### src/rtl/snap_delta_timer.sv
module snap_delta_timer #(
  parameter int PRESCALE = 1250000,
  parameter int TICK_W   = 16,
  parameter int ACC_W    = 16
) (
  input  logic              clk,
  input  logic              rst_n,
  input  logic              eval_stb,
  input  logic              rung_en,
  input  logic              wr_en,
  input  logic [1:0]        wr_addr,
  input  logic [15:0]       wr_data,
  input  logic [1:0]        rd_addr,
  output logic [15:0]       rd_data,
  output logic [TICK_W-1:0] tick_o,
  output logic              done_o,
  output logic              timing_o
);

  localparam int PS_W = (PRESCALE > 1) ? $clog2(PRESCALE) : 1;
  localparam logic [ACC_W-1:0] ACC_MAX = {ACC_W{1'b1}};

  logic [PS_W-1:0]   ps_cnt;
  logic [TICK_W-1:0] tick_cnt;
  logic [ACC_W-1:0]  acc_q, pre_q, acc_nxt;
  logic [7:0]        snap_q, delta;
  logic              en_q, dn_q;
  logic [ACC_W:0]    sum;

  wire tick_pulse = (ps_cnt == PS_W'(PRESCALE - 1));

  always_ff @(posedge clk) begin
    if (!rst_n) begin
      ps_cnt   <= '0;
      tick_cnt <= '0;
    end else begin
      ps_cnt   <= tick_pulse ? '0 : ps_cnt + 1'b1;
      tick_cnt <= tick_cnt + TICK_W'(tick_pulse);
    end
  end

  assign delta   = tick_cnt[7:0] - snap_q;
  assign sum     = {1'b0, acc_q} + (ACC_W+1)'(delta);
  assign acc_nxt = sum[ACC_W] ? ACC_MAX : sum[ACC_W-1:0];

  always_ff @(posedge clk) begin
    if (!rst_n) begin
      acc_q  <= '0;
      pre_q  <= '0;
      snap_q <= '0;
      en_q   <= 1'b0;
      dn_q   <= 1'b0;
    end else begin
      if (wr_en && wr_addr == 2'd1) pre_q <= wr_data[ACC_W-1:0];
      if (eval_stb) begin
        if (!rung_en) begin
          acc_q <= '0;
          en_q  <= 1'b0;
          dn_q  <= 1'b0;
        end else if (!en_q) begin
          en_q   <= 1'b1;
          snap_q <= tick_cnt[7:0];
          dn_q   <= (acc_q >= pre_q);
        end else begin
          acc_q  <= acc_nxt;
          snap_q <= tick_cnt[7:0];
          dn_q   <= (acc_nxt >= pre_q);
        end
      end
    end
  end

  assign tick_o   = tick_cnt;
  assign done_o   = dn_q;
  assign timing_o = en_q & ~dn_q;

  always_comb begin
    case (rd_addr)
      2'd0:    rd_data = {en_q, timing_o, dn_q, 5'b0, snap_q};
      2'd1:    rd_data = 16'(pre_q);
      2'd2:    rd_data = 16'(acc_q);
      default: rd_data = 16'(tick_cnt);
    endcase
  end


  tick_step_chk: assert property (@(posedge clk) disable iff (!rst_n)
    1'b1 |=> (tick_cnt == $past(tick_cnt)) || (tick_cnt == $past(tick_cnt) + 1'b1));


  snap_refresh_chk: assert property (@(posedge clk) disable iff (!rst_n)
    eval_stb && rung_en |=> snap_q == $past(tick_cnt[7:0]));


  clear_on_disable_chk: assert property (@(posedge clk) disable iff (!rst_n)
    eval_stb && !rung_en |=> acc_q == '0 && !dn_q && !timing_o);


  acc_hold_chk: assert property (@(posedge clk) disable iff (!rst_n)
    !eval_stb |=> $stable(acc_q) && $stable(dn_q) && $stable(en_q));


  no_wrap_chk: assert property (@(posedge clk) disable iff (!rst_n)
    eval_stb && rung_en && en_q |=> acc_q >= $past(acc_q));

endmodule

### config.mk
export PLATFORM = sky130hd
export DESIGN_NAME = snap_delta_timer
export DESIGN_NICKNAME = d
export VERILOG_FILES = /design/src/rtl/snap_delta_timer.sv
export SDC_FILE = /design/constraint.sdc
export NUM_CORES = 1
export LEC_CHECK = 0
export ABC_AREA = 1
export BUFFER_PORTS_ARGS = -buffer_cell sky130_fd_sc_hd__clkbuf_2
export CAP_MARGIN = 20
export CORE_UTILIZATION = 50
export DETAILED_ROUTE_END_ITERATION = 8
export MAX_ROUTING_LAYER = met4
export PLACE_DENSITY = 0.75
export SETUP_SLACK_MARGIN = 0.05
export SLEW_MARGIN = 20
export SYNTH_ARGS = -nofsm -noshare
export SYNTH_HDL_FRONTEND = slang
export SYNTH_SLANG_ARGS = --single-unit
### constraint.sdc
create_clock -name clk -period 5.4 [get_ports clk]
set_input_delay 1.08 -clock clk [delete_from_list [all_inputs] [get_ports clk]]
set_output_delay 1.08 -clock clk [all_outputs]
set_load 0.02 [all_outputs]
==> run metrics <==
post-synthesis xor/xnor area fraction=0.0146; ratio of cells with drive above 1 in the final layout=0.142; Reg power frac=0.457; I/O Buffers=58; largest family of logic cells by synthesized area=simple AND/OR/NAND/NOR gates; CTS tree=built; syn avg cell area=6.90 sq um; RSZ-0062 raised after global routing=no; Die W=106 um; hpwl dp=11,700 um; Top cell by count, worst path=nand2_1; post-CTS setup buffer count=0; actual slew at the worst max-slew pin=1.13 ns; MaxCap Viol Count=0; Hold Crit Class=reg -> reg; worst path cell trace=ha_1, a21oi_1, nand2_1, a21oi_1, o21ai_0, xnor2_1, inv_1, ha_1, a21oi_1, nand2_1, nand2_1, nand2_1, nand2_2, nand3_1, ha_1, nand2_1, inv_1, nand3_1, nor2_1, nand3_1, nand4_1, nand3_1, a21oi_1; worst setup margin=1.13 ns; period utilization=0.791; H-tree depth=3; post-synthesis cell area=5400 sq um; dpl cells=957; minimum clock period=4.27 ns; simple-gate share of the synthesized area=0.315; Lkg Pwr=2.69 nW; initial antenna violation count=0; CTS resizes=0; Crit Path Category=reg -> reg; CP delay by family, top=simple AND/OR/NAND/NOR gates; status=completed; Core ar.=10,400 sq um; peak supply drop=179 uV; Comb power frac=0.188; vias=5,293; final hold vios=0; crit path launch type=flop; CP Max Fanout=15; Sum Neg Setup Slack=0 ns; Post-synth EDFFs=0; # DRC=0; CP max-delay cell=nand2_2; Layout Skew=0.0136 ns; internal cell power=0.925 mW; syn nets=859; Req. time, crit path=5.69 ns; CTS Root Cell=clkbuf_8; vias in the first global route=5,154; CP peak stage delay=0.48 ns; setup violators final=0; max_slew headroom=0.246; Worst EP arrival=4.56 ns; Synth cell types=44; fin nets=909; adder-cell area share of the yosys netlist=0.123; mux cell area share after synthesis=0; post-layout util=0.577; Area Growth Syn to Fin=10.8%; switching share of power=0.300; final non-filler cell total=972; CTS Buf Count=9; R2R Setup Slk=1.13 ns; CTS Buffer Depth=2; Starting Density=0.520; compound-gate portion of the synthesized area=0.159; first-pass GRT wire length=24,700 um; Pwr Density=221 nW/um^2; pin count of the biggest net entering global routing=38; FMAX=0.234 GHz; DRT Pass-1 Iters=7; Clock Latency Late Sink=0.37 ns; CTS clk-pin slew, worst paths=0.09 ns; routed length per instance=15.3 um; Die Height=106 um; synth warn=0; DR iter-0 viols=326; Buf/Inv on CP=2; max-slew violation count=0; diodes inserted=0; GRT Util Overall=0.293; worst slack, placed=1.20 ns; Routed Antenna Nets=0; Most used DFF post-synth=dfxtp_1; die area=11,200 sq um; Detailed Route WL=14,900 um; number of synthesized register bits=79; Switch Pwr=0.396 mW; Mapped Cells=782; register area share after synthesis=0.293; Min Hold Slack=0.444 ns; endpoint class of the critical path=flop; row count=37; GPL Wtd Cong=0.944; Post-synth ARST share=0; grt ovf=0; cts hold-fix bufs=0; DR vias/cell=5.45; I/O pin count=59; clock net sink count=79; Clk network pwr share=0.355
[synth_stat cells (3+ instances only)]
master | number | area, sq um
nand2_1 | 188 | 706
inv_1 | 107 | 402
dfxtp_1 | 79 | 1580
a21oi_1 | 74 | 370
nor2_1 | 54 | 203
ha_1 | 50 | 626
nand3_1 | 47 | 235
o21ai_0 | 43 | 215
nor3_1 | 20 | 100
clkbuf_1 | 15 | 56.3
nand4_1 | 11 | 68.8
a21oi_2 | 10 | 87.6
or2_2 | 10 | 62.6
nand3_4 | 8 | 140
xnor2_1 | 6 | 52.6
a221oi_1 | 5 | 43.8
o221ai_1 | 5 | 43.8
buf_2 | 4 | 20.0
nand2_2 | 4 | 25.0
nand3b_1 | 3 | 22.5
nor2_2 | 3 | 18.8
nor4_1 | 3 | 18.8
o2111ai_1 | 3 | 26.3
o22ai_1 | 3 | 18.8
xor2_1 | 3 | 26.3
[cells by family (layout without fill, tap and decap cells)]
family / Yosys count / count (layout)
fa+ha+maj: 52 / 52
simple gates: 361 / 361
buf+inv: 131 / 185
compound gates: 150 / 150
flops: 79 / 79
xor+xnor: 9 / 9
[sequential cells by signal, summed over array words and instances, names as in the netlist]
name	count
ps_cnt	21
acc_q	16
done_o	1
snap_q	8
en_q	1
pre_q	16
tick_o	16
[layout make-up]
type / count / area (sq um)
Tap cell: 136 / 170
Clock inverter: 4 / 55.1
Clock buffer: 11 / 151
Inverter: 110 / 413
Multi-Input combinational cell: 572 / 3300
Timing Repair Buffer: 60 / 305
Sequential cell: 79 / 1580
Fill cell: 1036 / 4390
[routing by layer]
metal,vias to the layer above,share of wire,global-route usage
met4,0,0.027,0.126
met5,-,0,-
li1,2695,-,-
met3,32,0.057,0.0451
met1,2426,0.45,0.365
met2,140,0.47,0.472
[cell usage in the layout, fill, tap and decap left out, types with 3 or more instances in the layout]
| cell type | instances |
|---|---|
| a21oi_1 | 74 |
| a21oi_2 | 10 |
| a221oi_1 | 5 |
| clkbuf_2 | 58 |
| clkbuf_8 | 11 |
| dfxtp_1 | 79 |
| ha_1 | 50 |
| inv_1 | 107 |
| nand2_1 | 188 |
| nand2_2 | 4 |
| nand3_1 | 47 |
| nand3_4 | 8 |
| nand3b_1 | 3 |
| nand4_1 | 11 |
| nor2_1 | 53 |
| nor2_2 | 4 |
| nor3_1 | 20 |
| nor4_1 | 3 |
| o2111ai_1 | 3 |
| o21ai_0 | 42 |
| o221ai_1 | 5 |
| o22ai_1 | 3 |
| or2_2 | 10 |
| xnor2_1 | 6 |
| xor2_1 | 3 |
[path summary, 6_finish.rpt]
kind	startpoint	end	cells after the start
worst max-delay path	tick_o[2]	done_o	23
worst min-delay path	ps_cnt[0]	ps_cnt[0]	1
worst max register to register	tick_o[2]	done_o	23
worst min register to register	ps_cnt[0]	ps_cnt[0]	1
[through the flow]
step / area, sq um / power (mW)
global placement: 5770 / 0.856
finish: 5980 / 1.32
global route: 5980 / 1.39
CTS: 5980 / 1.33
floorplan: 5400 / 0.798
detailed placement: 5770 / 0.862
[power groups by stage]
| stage | clock network (mW) | registers (mW) | logic [mW] |
|---|---|---|---|
| 3_5_place_dp | 0 | 0.617 | 0.245 |
| 5_1_grt | 0.502 | 0.605 | 0.282 |
| 3_3_place_gp | 0 | 0.617 | 0.239 |
| 4_1_cts | 0.478 | 0.603 | 0.247 |
| 6_report | 0.469 | 0.604 | 0.248 |
| 2_1_floorplan | 0 | 0.615 | 0.184 |
[worst register-to-register path, cell delays in order, from the launching register on]
cell and delay, ns:
dfxtp_1 0.44, ha_1 0.32, a21oi_1 0.16, nand2_1 0.11, a21oi_1 0.15, o21ai_0 0.11, xnor2_1 0.17, inv_1 0.06
ha_1 0.33, a21oi_1 0.18, nand2_1 0.13, nand2_1 0.10, nand2_1 0.10, nand2_2 0.48, nand3_1 0.25, ha_1 0.36
nand2_1 0.05, inv_1 0.06, nand3_1 0.07, nor2_1 0.16, nand3_1 0.10, nand4_1 0.09, nand3_1 0.07, a21oi_1 0.14
(Power assumes the default switching activity.)
